`src/rtl/spi_clk_gen_pkg.sv`:
```
package spi_clk_gen_pkg;

  // Width that holds both the largest power-of-two ratio and the largest linear ratio.
  function automatic int ratio_width(input int div_w, input int ext_w);
    int pow_w;
    int lin_w;
    pow_w = (1 << div_w);
    lin_w = div_w + ext_w + 1;
    return (pow_w > lin_w) ? pow_w : lin_w;
  endfunction

  typedef enum logic [1:0] {
    DIV_IDLE  = 2'd0,
    DIV_RUN   = 2'd1,
    DIV_BYPASS = 2'd2
  } div_state_e;

endpackage

```
`src/rtl/spi_div_ratio.sv`:
```
module spi_div_ratio #(
  parameter int DIV_W   = 4,
  parameter int EXT_W   = 8,
  parameter int RATIO_W = 16
) (
  input  logic [DIV_W-1:0]   div_code,
  input  logic [EXT_W-1:0]   ext_code,
  input  logic               fine_mode,
  output logic [RATIO_W-1:0] ratio
);

  localparam int POW_N = 1 << DIV_W;
  localparam int LIN_W = DIV_W + EXT_W;

  logic [RATIO_W-1:0] coarse_ratio;
  logic [RATIO_W-1:0] fine_ratio;
  logic [LIN_W-1:0]   lin_val;

  // Power-of-two ratio as a one-hot decode of the divider code.
  genvar gi;
  generate
    for (gi = 0; gi < RATIO_W; gi++) begin : g_pow
      if (gi < POW_N) begin : g_bit
        assign coarse_ratio[gi] = (div_code == DIV_W'(gi));
      end else begin : g_zero
        assign coarse_ratio[gi] = 1'b0;
      end
    end
  endgenerate

  assign lin_val    = {ext_code, div_code};
  assign fine_ratio = RATIO_W'(lin_val) + RATIO_W'(1);
  assign ratio      = fine_mode ? fine_ratio : coarse_ratio;


  ratio_onehot_chk: assert final (fine_mode || $onehot(coarse_ratio));

endmodule

```
`src/rtl/spi_div_phase.sv`:
```
module spi_div_phase
  import spi_clk_gen_pkg::*;
#(
  parameter int RATIO_W = 16
) (
  input  logic               clk,
  input  logic               rst_n,
  input  logic               go,
  input  logic [RATIO_W-1:0] ratio_in,
  output logic               sclk,
  output logic               rise_stb,
  output logic               fall_stb
);

  div_state_e         state_q, state_d;
  logic [RATIO_W-1:0] ratio_q;
  logic [RATIO_W-1:0] cnt_q, cnt_d;
  logic [RATIO_W-1:0] hi_len, lo_len;
  logic               sclk_q, sclk_d;
  logic               rise_q, fall_q;

  assign hi_len = ratio_q >> 1;
  assign lo_len = ratio_q - hi_len;

  always_comb begin
    state_d = state_q;
    cnt_d   = cnt_q;
    sclk_d  = sclk_q;
    if (!go) begin
      state_d = DIV_IDLE;
      cnt_d   = '0;
      sclk_d  = 1'b0;
    end else begin
      unique case (state_q)
        DIV_IDLE: begin
          state_d = (ratio_in <= RATIO_W'(1)) ? DIV_BYPASS : DIV_RUN;
          cnt_d   = '0;
          sclk_d  = 1'b0;
        end
        DIV_BYPASS: begin
          cnt_d  = '0;
          sclk_d = ~sclk_q;
        end
        default: begin
          cnt_d  = (cnt_q == ratio_q - RATIO_W'(1)) ? '0 : cnt_q + RATIO_W'(1);
          sclk_d = (cnt_d >= lo_len);
        end
      endcase
    end
  end

  always_ff @(posedge clk or negedge rst_n) begin
    if (!rst_n) begin
      state_q <= DIV_IDLE;
      ratio_q <= RATIO_W'(1);
      cnt_q   <= '0;
      sclk_q  <= 1'b0;
      rise_q  <= 1'b0;
      fall_q  <= 1'b0;
    end else begin
      state_q <= state_d;
      cnt_q   <= cnt_d;
      sclk_q  <= sclk_d;
      rise_q  <= ~sclk_q & sclk_d;
      fall_q  <= sclk_q & ~sclk_d;
      if (state_q == DIV_IDLE) ratio_q <= ratio_in;
    end
  end

  assign sclk     = sclk_q;
  assign rise_stb = rise_q;
  assign fall_stb = fall_q;


  rise_edge_chk: assert property (@(posedge clk) disable iff (!rst_n)
    rise_q |-> (sclk_q && !$past(sclk_q)));

  fall_edge_chk: assert property (@(posedge clk) disable iff (!rst_n)
    fall_q |-> (!sclk_q && $past(sclk_q)));

  no_dual_strobe_chk: assert property (@(posedge clk) disable iff (!rst_n)
    !(rise_q && fall_q));

  idle_low_chk: assert property (@(posedge clk) disable iff (!rst_n)
    !go |=> (!sclk_q && !rise_q));

  stop_fall_chk: assert property (@(posedge clk) disable iff (!rst_n)
    (!go && sclk_q) |=> fall_q);

  ratio_hold_chk: assert property (@(posedge clk) disable iff (!rst_n)
    (state_q != DIV_IDLE) |=> $stable(ratio_q));

endmodule

```
`src/rtl/spi_clk_gen.sv`:
```
module spi_clk_gen
  import spi_clk_gen_pkg::*;
#(
  parameter int DIV_W = 4,
  parameter int EXT_W = 8
) (
  input  logic             clk,
  input  logic             rst_n,
  input  logic [DIV_W-1:0] div_code,
  input  logic [EXT_W-1:0] ext_code,
  input  logic             fine_mode,
  input  logic             master_en,
  input  logic             run_en,
  output logic             sclk,
  output logic             rise_stb,
  output logic             fall_stb
);

  localparam int RATIO_W = ratio_width(DIV_W, EXT_W);

  logic [RATIO_W-1:0] ratio;
  logic               go;

  assign go = master_en & run_en;

  spi_div_ratio #(
    .DIV_W  (DIV_W),
    .EXT_W  (EXT_W),
    .RATIO_W(RATIO_W)
  ) u_ratio (
    .div_code (div_code),
    .ext_code (ext_code),
    .fine_mode(fine_mode),
    .ratio    (ratio)
  );

  spi_div_phase #(
    .RATIO_W(RATIO_W)
  ) u_phase (
    .clk     (clk),
    .rst_n   (rst_n),
    .go      (go),
    .ratio_in(ratio),
    .sclk    (sclk),
    .rise_stb(rise_stb),
    .fall_stb(fall_stb)
  );


  reset_quiet_chk: assert property (@(posedge clk)
    !rst_n |-> (!sclk && !rise_stb && !fall_stb));

endmodule

```
`config.mk`:
```
export PLATFORM = sky130hd
export DESIGN_NAME = spi_clk_gen
export DESIGN_NICKNAME = d
export VERILOG_FILES = /design/src/rtl/spi_clk_gen_pkg.sv /design/src/rtl/spi_div_ratio.sv /design/src/rtl/spi_div_phase.sv /design/src/rtl/spi_clk_gen.sv
export SDC_FILE = /design/constraint.sdc
export NUM_CORES = 1
export LEC_CHECK = 0
export BUFFER_PORTS_ARGS = -buffer_cell sky130_fd_sc_hd__buf_2
export CORE_MARGIN = 1
export CORE_UTILIZATION = 57
export CTS_BUF_LIST = sky130_fd_sc_hd__clkbuf_4 sky130_fd_sc_hd__clkbuf_8 sky130_fd_sc_hd__clkbuf_16
export CTS_CLUSTER_SIZE = 25
export DETAILED_ROUTE_END_ITERATION = 7
export PLACE_DENSITY = 0.89
export REMOVE_ABC_BUFFERS = 1
export SYNTH_ARGS = -nofsm -noshare
export SYNTH_HDL_FRONTEND = slang
export SYNTH_SLANG_ARGS = --single-unit
```
`constraint.sdc`:
```
create_clock -name clk -period 3.38 [get_ports clk]
set_input_delay 0.845 -clock clk [delete_from_list [all_inputs] [get_ports clk]]
set_output_delay 0.845 -clock clk [all_outputs]
set_load 0.02 [all_outputs]
```
==> qor.yml, run 1 <==
cts_tree: "built"
ys_seq_elements: 37
fin_skew_ns: 0.01113
wl_met3_um: 657
core_mm2: 0.006495
min_from: "u_phase.sclk"
violations: "negative setup slack"
dpl.hpwl_um: 8216
relSlewSlack_pct: 42.67
io_buffers: 19
chipWidth_um: 85.17
antenna_found_initial: 0
finalSetupViolCount: 3
place_congestion: 0.9390
rrSetupSlack_ns: -0.48
layout.nets: 620
place_area_mm2: 0.004481
worstSkewPairLatency_ns: 0.31
postRouteAntennaNets: 0
p_leak_nw: 2.211
synthTopCellsByCount: "52 x ha_1, 36 x dfrtp_1, 33 x inv_1, 32 x nor2_1, 31 x nor3_1"
seq_area_frac_synth_pct: 23.52
die_y_um: 85.17
drv_cap: 0
finalHoldViolations: 0
ir_drop_uv: 223.3
synth_most_common_cell: "ha_1"
dp_slack_ns: -0.3842
htreeDepth: 2
grt_pass1_wl_um: 17460
areaGrowthSynthToFinish_pct: 22.85
hold_slack_ns: 0.5341
die_area_mm2: 0.007253
grt_max_degree: 38
fin_crit_ns: 3.857
syn_inst: 472
status: "finished, violations left"
fin_area_mm2: 0.004843
vias: 3984
ys_top_cells_by_area: "dfrtp_1 23%, ha_1 17%, xnor2_1 6.7%"
avgViaCountPerCell: 6.344
critical_path.max_fanout: 3
numCtsBuffers: 5
clk_path_buf_depth: 2
r2r-end: "u_phase.rise_stb"
ys_async_sr_fraction_pct: 100.0
cts_root_buffer: "clkbuf_8"
tightest_slew_ns: 0.8567
drt_first_pass_iters: 5
nFillCells: 405
max_clock_freq_mhz: 259.3
diodes: 0
syn_avg_cell_area_um2: 8.353
cts.sinks: 37
path_clk_slew_ns: 0.09
start_util_pct: 60.70
remaining_drc_errors: 0
yosysWarnings: 0
netlist_area_mm2: 0.003943
reg2reg_from: "u_phase.ratio_q[0]"
setup_slack_ns: -0.4768
ff_latch_area_um2: 927.1
drive_above_1_share_pct: 24.68
worstPathRequired_ns: 3.56
cp-start-kind: "flip-flop"
gr-total-overflow: 0
ys.flop_type: "dfrtp_1"
io_pins: 20
multi_input_area_mm2: 0.002990
rsz0062_at_grt: "yes"
wirelength_um: 11750
synth_cell_types: 64
grt.total_usage_pct: 30.70
rr_worst_depth: 19
m1WireLength_um: 4791
top_layer: "met4"
drt-initial-drc-count: 349
worstHoldPathType: "reg2reg"
grt_pass1_vias: 3830
crit_type: "reg2reg"
min_path_cells: 1
synth_top_area_cell: "dfrtp_1"
min_to: "u_phase.rise_stb"
fp-row-count: 29
ctsHoldBuffers: 0
final_max_slew_viol_count: 0
fin_crit_sh_pct: 114.1
synth_top_cell_area_share_pct: 22.85
arrival_ns: 4.03
wl_per_cell_um: 18.71
end_kind: "flip-flop"
wl_met2_um: 5666
p_per_area_mw_per_mm2: 341.9
synth-edff-count: 0
## cells in the final DEF (no fill, tap or decap), drive strengths merged, types with 3 or more instances in the layout
cell type	Yosys	final
and4	4	4
ha	52	52
nor3	31	31
a31oi	3	3
nand2b	15	15
or2	4	4
nand4	6	6
o21ai	22	22
o22ai	4	4
and4b	3	3
dfrtp	36	36
o21a	3	3
nand3	28	28
nor2b	13	13
clkinvlp	0	3
a21o	4	4
clkbuf	7	5
nand2	25	25
nor2	32	32
inv	33	33
xor2	20	20
xnor2	30	30
o21bai	3	3
nor3b	3	3
a211oi	3	3
and3	8	8
nor4	8	8
a21oi	19	19
buf	8	86
## cell families after synthesis
family                     count (synthesis)  share of synthesized area, %
DFF                                       37                         23.52
muxes                                      2                        0.5395
AOI/OAI and AO/OA                         88                         14.88
adders and majority gates                 53                         17.01
xor gates and xnor gates                  52                         12.25
buffers and inverters                     48                         5.331
and+or+nand+nor                          192                         26.47
## how the worst max path moves through the flow
stage                     slack [ns]                from          endpoint
final                          -0.48  u_phase.ratio_q[0]  u_phase.rise_stb
after global routing           -0.55  u_phase.ratio_q[0]  u_phase.rise_stb
after CTS                      -0.29  u_phase.ratio_q[0]  u_phase.rise_stb
after detailed placement       -0.38  u_phase.ratio_q[0]  u_phase.rise_stb
after global placement         -0.21  u_phase.ratio_q[0]  u_phase.rise_stb
after floorplan                -0.46  u_phase.ratio_q[0]  u_phase.rise_stb
## state kept, by name, indices dropped and copies added (netlist names)
register / flops
u_phase.fall_stb: 1
u_phase.ratio_q: 16
u_phase.sclk: 1
u_phase.state_q: 2
u_phase.cnt_q: 16
u_phase.rise_stb: 1
## worst max-delay path, stage by stage (launching register included)
cell,delay (ns)
dfstp_2,0.55
inv_2,0.04
buf_6,0.11
ha_4,0.15
inv_2,0.05
fa_2,0.22
nand2b_4,0.07
a221oi_4,0.30
o21bai_4,0.11
o31ai_4,0.24
buf_4,0.17
mux2i_1,0.25
and3_1,0.28
ha_1,0.28
a21o_1,0.21
a21oi_2,0.17
o2111ai_2,0.13
a21oi_2,0.19
buf_4,0.17
nor4_4,0.04
## cell type report
cell class	count	share of cell area [%]
Tap cell	77	1.989
Clock buffer	5	1.421
Sequential cell	37	19.14
Multi-Input combinational cell	387	61.74
Inverter	33	2.557
Timing Repair Buffer	86	12.68
Clock inverter	3	0.4650
## power breakdown
| part | switching (W) | internal (W) |
|---|---|---|
| logic | 0.000462 | 0.000393 |
| clock network | 0.000183 | 0.000145 |
| registers | 0.0000128 | 0.000461 |
## through the flow
step           power [W]  instances  setup TNS (ns)  util (%)
6_report        0.001656        628          -1.412     74.57
4_1_cts         0.001532        621         -0.8088     71.43
2_1_floorplan  0.0009248        457          -1.319         -
3_3_place_gp    0.001146        609         -0.5584     68.98
3_5_place_dp    0.001178        609          -1.075     68.98
5_1_grt         0.001741        628          -1.626     74.57
## per-layer routing
metal | track usage [%] | up-vias
met5 | 0 | -
met4 | 18.49 | 0
met3 | 3.307 | 54
met2 | 52.13 | 200
met1 | 37.58 | 1883
li1 | - | 1847
## repair_timing
item,4_1_cts,5_1_grt
resized for setup,9,37
endpoints found under the setup margin,3,3
pin swaps,7,27
buffers inserted,4,7
cloned,0,0
(Power assumes the default switching activity.)
==> run 2, diff against run 1 <==
- ABC_AREA: unset -> 1
- MAX_ROUTING_LAYER: unset -> met4
- SLEW_MARGIN: unset -> 40
==> run 2 against run 1 <==
The flow now finishes without violations. Worst setup slack improved by 0.60 ns. Non-clock buffer count down 35. Synthesized cell count is 27% higher. Power is 3.6% lower. Critical endpoint unchanged. Clock power hardly changed.
==> qor.yml, run 2 <==
fin_crit_ns: 3.254
synth_top_cell_area_share_pct: 21.60
p_sw_w: 0.0006567
nFillCells: 550
path_clk_slew_ns: 0.07
crit_top_cell: "nand2_1"
drv_cap: 0
grt_pass1_wl_um: 16830
max_clock_freq_mhz: 307.3
critical_path.max_fanout: 4
worstSkewPairLatency_ns: 0.30
swShare_pct: 41.12
die_area_mm2: 0.007664
cts_root_buffer: "clkbuf_8"
mostFrequentLayoutCell: "nand2_1"
critical_path.endpoint: "u_phase.rise_stb"
dpl.hpwl_um: 8345
numCtsBuffers: 5
place_congestion: 1.001
antenna_found_initial: 0
layout_common_cells: "127 x nand2_1, 74 x inv_1, 50 x nor2_1, 37 x ha_1, 33 x nand3_1"
pwr-share-seq_pct: 30.3
slowest_stage: "dfrtp_1"
wirelength_um: 11520
die_y_um: 87.55
worstPathCellList: "inv_2 > buf_4 > buf_4 > ha_1 > o21bai_1 > a21oi_2 > o21ai_1 > nand3_1 > nand2_1 > xor2_1 > ha_4 > nand2_1 > inv_1 > nand3_2 > nor3_4 > nand3_1 > nand4_1 > nand2_1 > nor2_1"
ys_top_cells_by_area: "dfrtp_1 22%, ha_1 16%, nand2_1 12%"
postRouteAntennaNets: 0
worstHoldPathType: "reg2reg"
final_max_slew_viol_count: 0
core_mm2: 0.006944
finalSetupViolCount: 0
fin_area_mm2: 0.005009
syn_inst: 600
chipWidth_um: 87.55
power_frac_clock_pct: 20.4
remaining_drc_errors: 0
reg_top3: "u_phase.cnt_q (16), u_phase.ratio_q (16), u_phase.state_q (2)"
p_per_area_mw_per_mm2: 318.9
ys_async_sr_fraction_pct: 100.0
end_kind: "flip-flop"
tightest_slew_ns: 0.5241
ir_drop_uv: 160.8
io_pins: 20
vias: 4142
drive_above_1_share_pct: 25.31
grt_max_degree: 38
rr_worst_depth: 19
finalHoldViolations: 0
fin_skew_ns: 0.005355
r2r-end: "u_phase.rise_stb"
cp-start-kind: "flip-flop"
relSlewSlack_pct: 65.02
min_path_cells: 1
fin_crit_sh_pct: 96.27
p_leak_nw: 2.524
drt-initial-drc-count: 284
netlist_area_mm2: 0.004172
seq_area_frac_synth_pct: 22.23
layout.nets: 721
status: "completed"
hold_slack_ns: 0.4923
htreeDepth: 2
cts.sinks: 37
dp_slack_ns: -0.04112
place_area_mm2: 0.004387
yosysWarnings: 0
grt.total_usage_pct: 29.75
areaGrowthSynthToFinish_pct: 20.07
reg2reg_from: "u_phase.ratio_q[5]"
synthTopCellsByCount: "137 x nand2_1, 87 x inv_1, 53 x nor2_1, 52 x ha_1, 37 x nand3_1"
worstPathRequired_ns: 3.62
fp-row-count: 30
ys.flop_type: "dfrtp_1"
synth_cell_types: 38
grt_pass1_vias: 3711
total_power_w: 0.001597
rrSetupSlack_ns: 0.13
syn_avg_cell_area_um2: 6.953
synth_top_area_cell: "dfrtp_1"
avgViaCountPerCell: 5.537
cts_tree: "built"
synth-edff-count: 0
internal-power_w: 0.0009404
arrival_ns: 3.49
diodes: 0
clk_path_buf_depth: 2
critPathLaunch: "u_phase.ratio_q[5]"
io_buffers: 19
max_stage_delay_ns: 0.42
gr-total-overflow: 0
synth_most_common_cell: "nand2_1"
crit_type: "reg2reg"
wl_per_cell_um: 15.41
drt_first_pass_iters: 7
combPwrFrac_pct: 49.3
start_util_pct: 60.07
setup_slack_ns: 0.1259
ys_seq_elements: 37
-- run 2: cell types whose count changed after synthesis, moves of 15 or more --
cell | before | now
nor2_2 | 0 | 15
nand2_1 | 25 | 137
nor3_1 | 31 | 8
inv_1 | 33 | 87
nor2_1 | 32 | 53
nand2b_1 | 15 | 0
xnor2_1 | 30 | 13
-- run 2: repair_timing --
| action | CTS | global route |
|---|---|---|
| resized for setup | 3 | 82 |
| gates cloned | 1 | 0 |
| setup endpoints to repair | 3 | 3 |
| setup buffers | 1 | 25 |
| pin swaps | 1 | 28 |
| hold endpoints to repair | 0 | 0 |
| hold buffers | 0 | 0 |
-- run 2: layer usage --
metal  wire length (um)  global-route usage, %  share of wire (%)
met1               4636                  33.86                 40
met2               5896                  53.41                 51
met3                614                  5.278                5.3
met4                377                  8.346                3.3
met5                  0                      -                  0
-- run 2: worst min-delay path by stage --
stage	startpoint	endpoint	slack [ns]
after floorplan	u_phase.ratio_q[7]	u_phase.ratio_q[7]	0.48
after global placement	u_phase.sclk	u_phase.rise_stb	0.46
after detailed placement	u_phase.sclk	u_phase.rise_stb	0.49
after CTS	u_phase.sclk	u_phase.rise_stb	0.51
after global routing	u_phase.sclk	u_phase.rise_stb	0.53
final	u_phase.sclk	u_phase.rise_stb	0.49
-- run 2: logic make-up after synthesis --
kind of cell               after synthesis  share of synthesized area, %
AOI/OAI and AO/OA                       71                         9.628
xor gates and xnor gates                45                         9.778
adders and majority gates               53                         16.08
DFF                                     37                         22.23
buffers and inverters                  107                         10.11
and+or+nand+nor                        287                         32.18
-- run 2: cell type report --
cell class,instances,area (um^2),area share (%)
repair buffers,51,352.8,7.045
inverters,99,376.6,7.519
clock buffers,7,83.83,1.674
flip-flops and latches,37,933.4,18.64
clock inverters,1,5.005,0.09993
multi-input cells,457,3137,62.63
well taps,96,120.1,2.398
-- run 2: power by group through the flow --
stage	Clock, W	Combinational [W]	Sequential, W
3_3_place_gp	0	0.000568	0.000490
5_1_grt	0.000345	0.000863	0.000486
3_5_place_dp	0	0.000585	0.000491
6_report	0.000325	0.000788	0.000484
4_1_cts	0.000324	0.000594	0.000483
2_1_floorplan	0	0.000425	0.000486
-- run 2: metrics by stage --
step	TNS, ns	util, %	std cells
after detailed placement	-0.05290	63.17	713
after floorplan	0	-	592
after CTS	0	64.83	723
after global placement	0	63.10	713
after global routing	-0.2559	72.13	748
final	0	72.13	748
-- run 2: critical path: cells and delay by family, from the launching register on --
| kind | cells | cell delay [ns] |
|---|---|---|
| flops | 1 | 0.42 |
| fa+ha+maj | 2 | 0.50 |
| xor+xnor | 1 | 0.17 |
| buf+inv | 4 | 0.46 |
| simple gates | 9 | 1.01 |
| compound gates | 3 | 0.61 |
==> run 3, diff against run 2 <==
- SYNTH_HIERARCHICAL: unset -> 1
==> run 3 against run 2 <==
Power is 2.8% lower. Die area is 5.0% higher. Highest routed layer unchanged. Synthesized cell count is 11% higher.
==> qor.yml, run 3 <==
status: "completed"
drt_first_pass_iters: 5
fin_crit_ns: 3.240
critical_path.endpoint: "u_phase/rise_stb"
grt.total_usage_pct: 30.26
place_congestion: 1.011
syn_inst: 667
worstSkewPairLatency_ns: 0.30
synth_top_cell_area_share_pct: 20.55
fp-row-count: 31
crit_type: "reg2reg"
drive_above_1_share_pct: 17.26
fin_setup_tns_ns: 0
io_buffers: 19
ys_top_cells_by_area: "dfrtp_1 21%, nand2_1 15%, ha_1 15%"
start_util_pct: 59.81
antenna_found_initial: 0
synth_most_common_cell: "nand2_1"
max_clock_freq_mhz: 308.6
die_y_um: 89.70
layout.nets: 770
reg_top3: "u_phase/cnt_q (16), u_phase/ratio_q (16), u_phase/state_q (2)"
fin_skew_ns: 0.01221
clk_path_buf_depth: 2
fin_crit_sh_pct: 95.86
synthTopCellsByCount: "177 x nand2_1, 97 x inv_1, 65 x nor2_1, 52 x ha_1, 40 x nand3_1"
finalHoldViolations: 0
tightest_slew_ns: 0.8028
p_leak_nw: 2.547
grt_max_degree: 38
seq_area_frac_synth_pct: 21.15
ys_seq_elements: 37
gr-total-overflow: 0
drt-initial-drc-count: 296
cts.sinks: 37
layout_common_cells: "177 x nand2_1, 89 x inv_1, 64 x nor2_1, 48 x ha_1, 40 x nand3_1"
avgViaCountPerCell: 5.551
chipWidth_um: 89.70
final_max_slew_viol_count: 0
final_util_pct: 65.32
path_clk_slew_ns: 0.08
end_kind: "flip-flop"
relSlewSlack_pct: 46.35
mostFrequentLayoutCell: "nand2_1"
ir_drop_uv: 180.9
cts_root_buffer: "clkbuf_8"
netlist_area_mm2: 0.004384
worstPathRequired_ns: 3.62
drv_cap: 0
ctsHoldBuffers: 0
worstHoldPathType: "reg2reg"
vias: 4441
diodes: 0
synth_top_area_cell: "dfrtp_1"
wl_per_cell_um: 14.90
p_per_area_mw_per_mm2: 324.3
synth_cell_types: 42
arrival_ns: 3.48
reg2reg_from: "u_phase/ratio_q[5]"
areaGrowthSynthToFinish_pct: 9.218
total_power_w: 0.001553
syn_avg_cell_area_um2: 6.573
dpl.hpwl_um: 9243
multi_input_area_mm2: 0.003014
die_area_mm2: 0.008046
finalSetupViolCount: 0
numCtsBuffers: 5
postRouteAntennaNets: 0
ys_async_sr_fraction_pct: 100.0
critical_path.max_fanout: 15
rr_worst_depth: 21
r2r-end: "u_phase/rise_stb"
yosysWarnings: 6
cp-start-kind: "flip-flop"
grt_pass1_vias: 4102
nFillCells: 620
ff_latch_area_um2: 928.4
io_pins: 20
cts_tree: "built"
critPathLaunch: "u_phase/ratio_q[5]"
remaining_drc_errors: 0
core_mm2: 0.007331
grt_pass1_wl_um: 19150
synth-edff-count: 0
htreeDepth: 2
ys.flop_type: "dfrtp_1"
rrSetupSlack_ns: 0.14
wirelength_um: 11920
run 3: changes by cell type after synthesis, sizes merged, moves of 6 or more:
cell / delta
xor2: -14
nand3: +7
nand2: +45
nor2: +14
inv: +16
o21ai: +9
xnor2: -6
run 3: repair_timing:
| action | CTS | global route |
|---|---|---|
| setup buffers | 0 | 11 |
| endpoints found under the setup margin | 0 | 3 |
| endpoints found under the hold margin | 0 | 0 |
| resized for setup | 0 | 19 |
run 3: kinds of logic (layout without fill, tap and decap cells):
kind of cell    Yosys count  after routing  share of synthesized area (%)
flops                    37             37                          21.15
buf+inv                 122            156                          10.90
compound gates           80             80                          9.818
fa+ha+maj                53             53                          15.30
xor+xnor                 24             24                          5.137
simple gates            351            351                          37.70
run 3: area by class of cell:
cell class / instances / area share, %
clock buffer: 6 / 1.594
clock inverter: 2 / 0.3136
inverter: 116 / 9.093
multi-input combinational: 508 / 62.95
sequential: 37 / 19.39
tap: 99 / 2.587
timing repair buffer: 32 / 4.076
run 3: how the worst min path moves through the flow:
stage                        from                  to  slack [ns]  depth (start not counted)
2_1_floorplan  u_phase/state_q[1]  u_phase/state_q[1]        0.50                          2
3_3_place_gp         u_phase/sclk    u_phase/rise_stb        0.46                          1
3_5_place_dp         u_phase/sclk    u_phase/rise_stb        0.47                          1
4_1_cts              u_phase/sclk    u_phase/rise_stb        0.48                          1
5_1_grt              u_phase/sclk    u_phase/rise_stb        0.50                          1
6_report             u_phase/sclk    u_phase/rise_stb        0.47                          1
run 3: stage by stage:
stage	worst slack [ns]	cells	area (um^2)	hold WS, ns
floorplan	0.5791	661	4342	0.5041
global placement	0.2075	781	4576	0.4592
detailed placement	0.08089	781	4578	0.4682
CTS	0.06148	789	4669	0.4761
global route	-0.03244	800	4788	0.4954
finish	0.1400	800	4788	0.4707
run 3: worst max-delay path: stages, from the launching register on:
cell and delay [ns]:
dfrtp_1 0.45, inv_2 0.16, ha_1 0.25, nand2_2 0.10
nor2_4 0.19, nand3_1 0.10, nand2_1 0.08, nand2_1 0.05
inv_1 0.08, nand3_4 0.08, nor2_4 0.15, nand2_8 0.13
buf_4 0.17, nand2_4 0.06, inv_2 0.04, ha_1 0.28
nand4_1 0.12, nor3_2 0.25, nand3_1 0.11, nand4_1 0.16
nand2_1 0.09, nor2_1 0.08
run 3: routing by layer:
layer / part of all wire [%] / track usage (%) / vias up / routed length, um
li1: - / - / 2181 / -
met1: 42 / 36.83 / 2054 / 5023
met2: 50 / 52.31 / 170 / 5902
met3: 5.3 / 3.892 / 36 / 627
met4: 3.1 / 9.016 / 0 / 370
met5: 0 / - / - / 0
run 3: report_power, final:
part / leakage [nW] / internal (W) / switching [W]
registers: 0.497 / 0.000461 / 0.0000243
clock network: 0.0408 / 0.000153 / 0.000173
logic: 2.01 / 0.000266 / 0.000476
total: 2.55 / 0.000880 / 0.000673
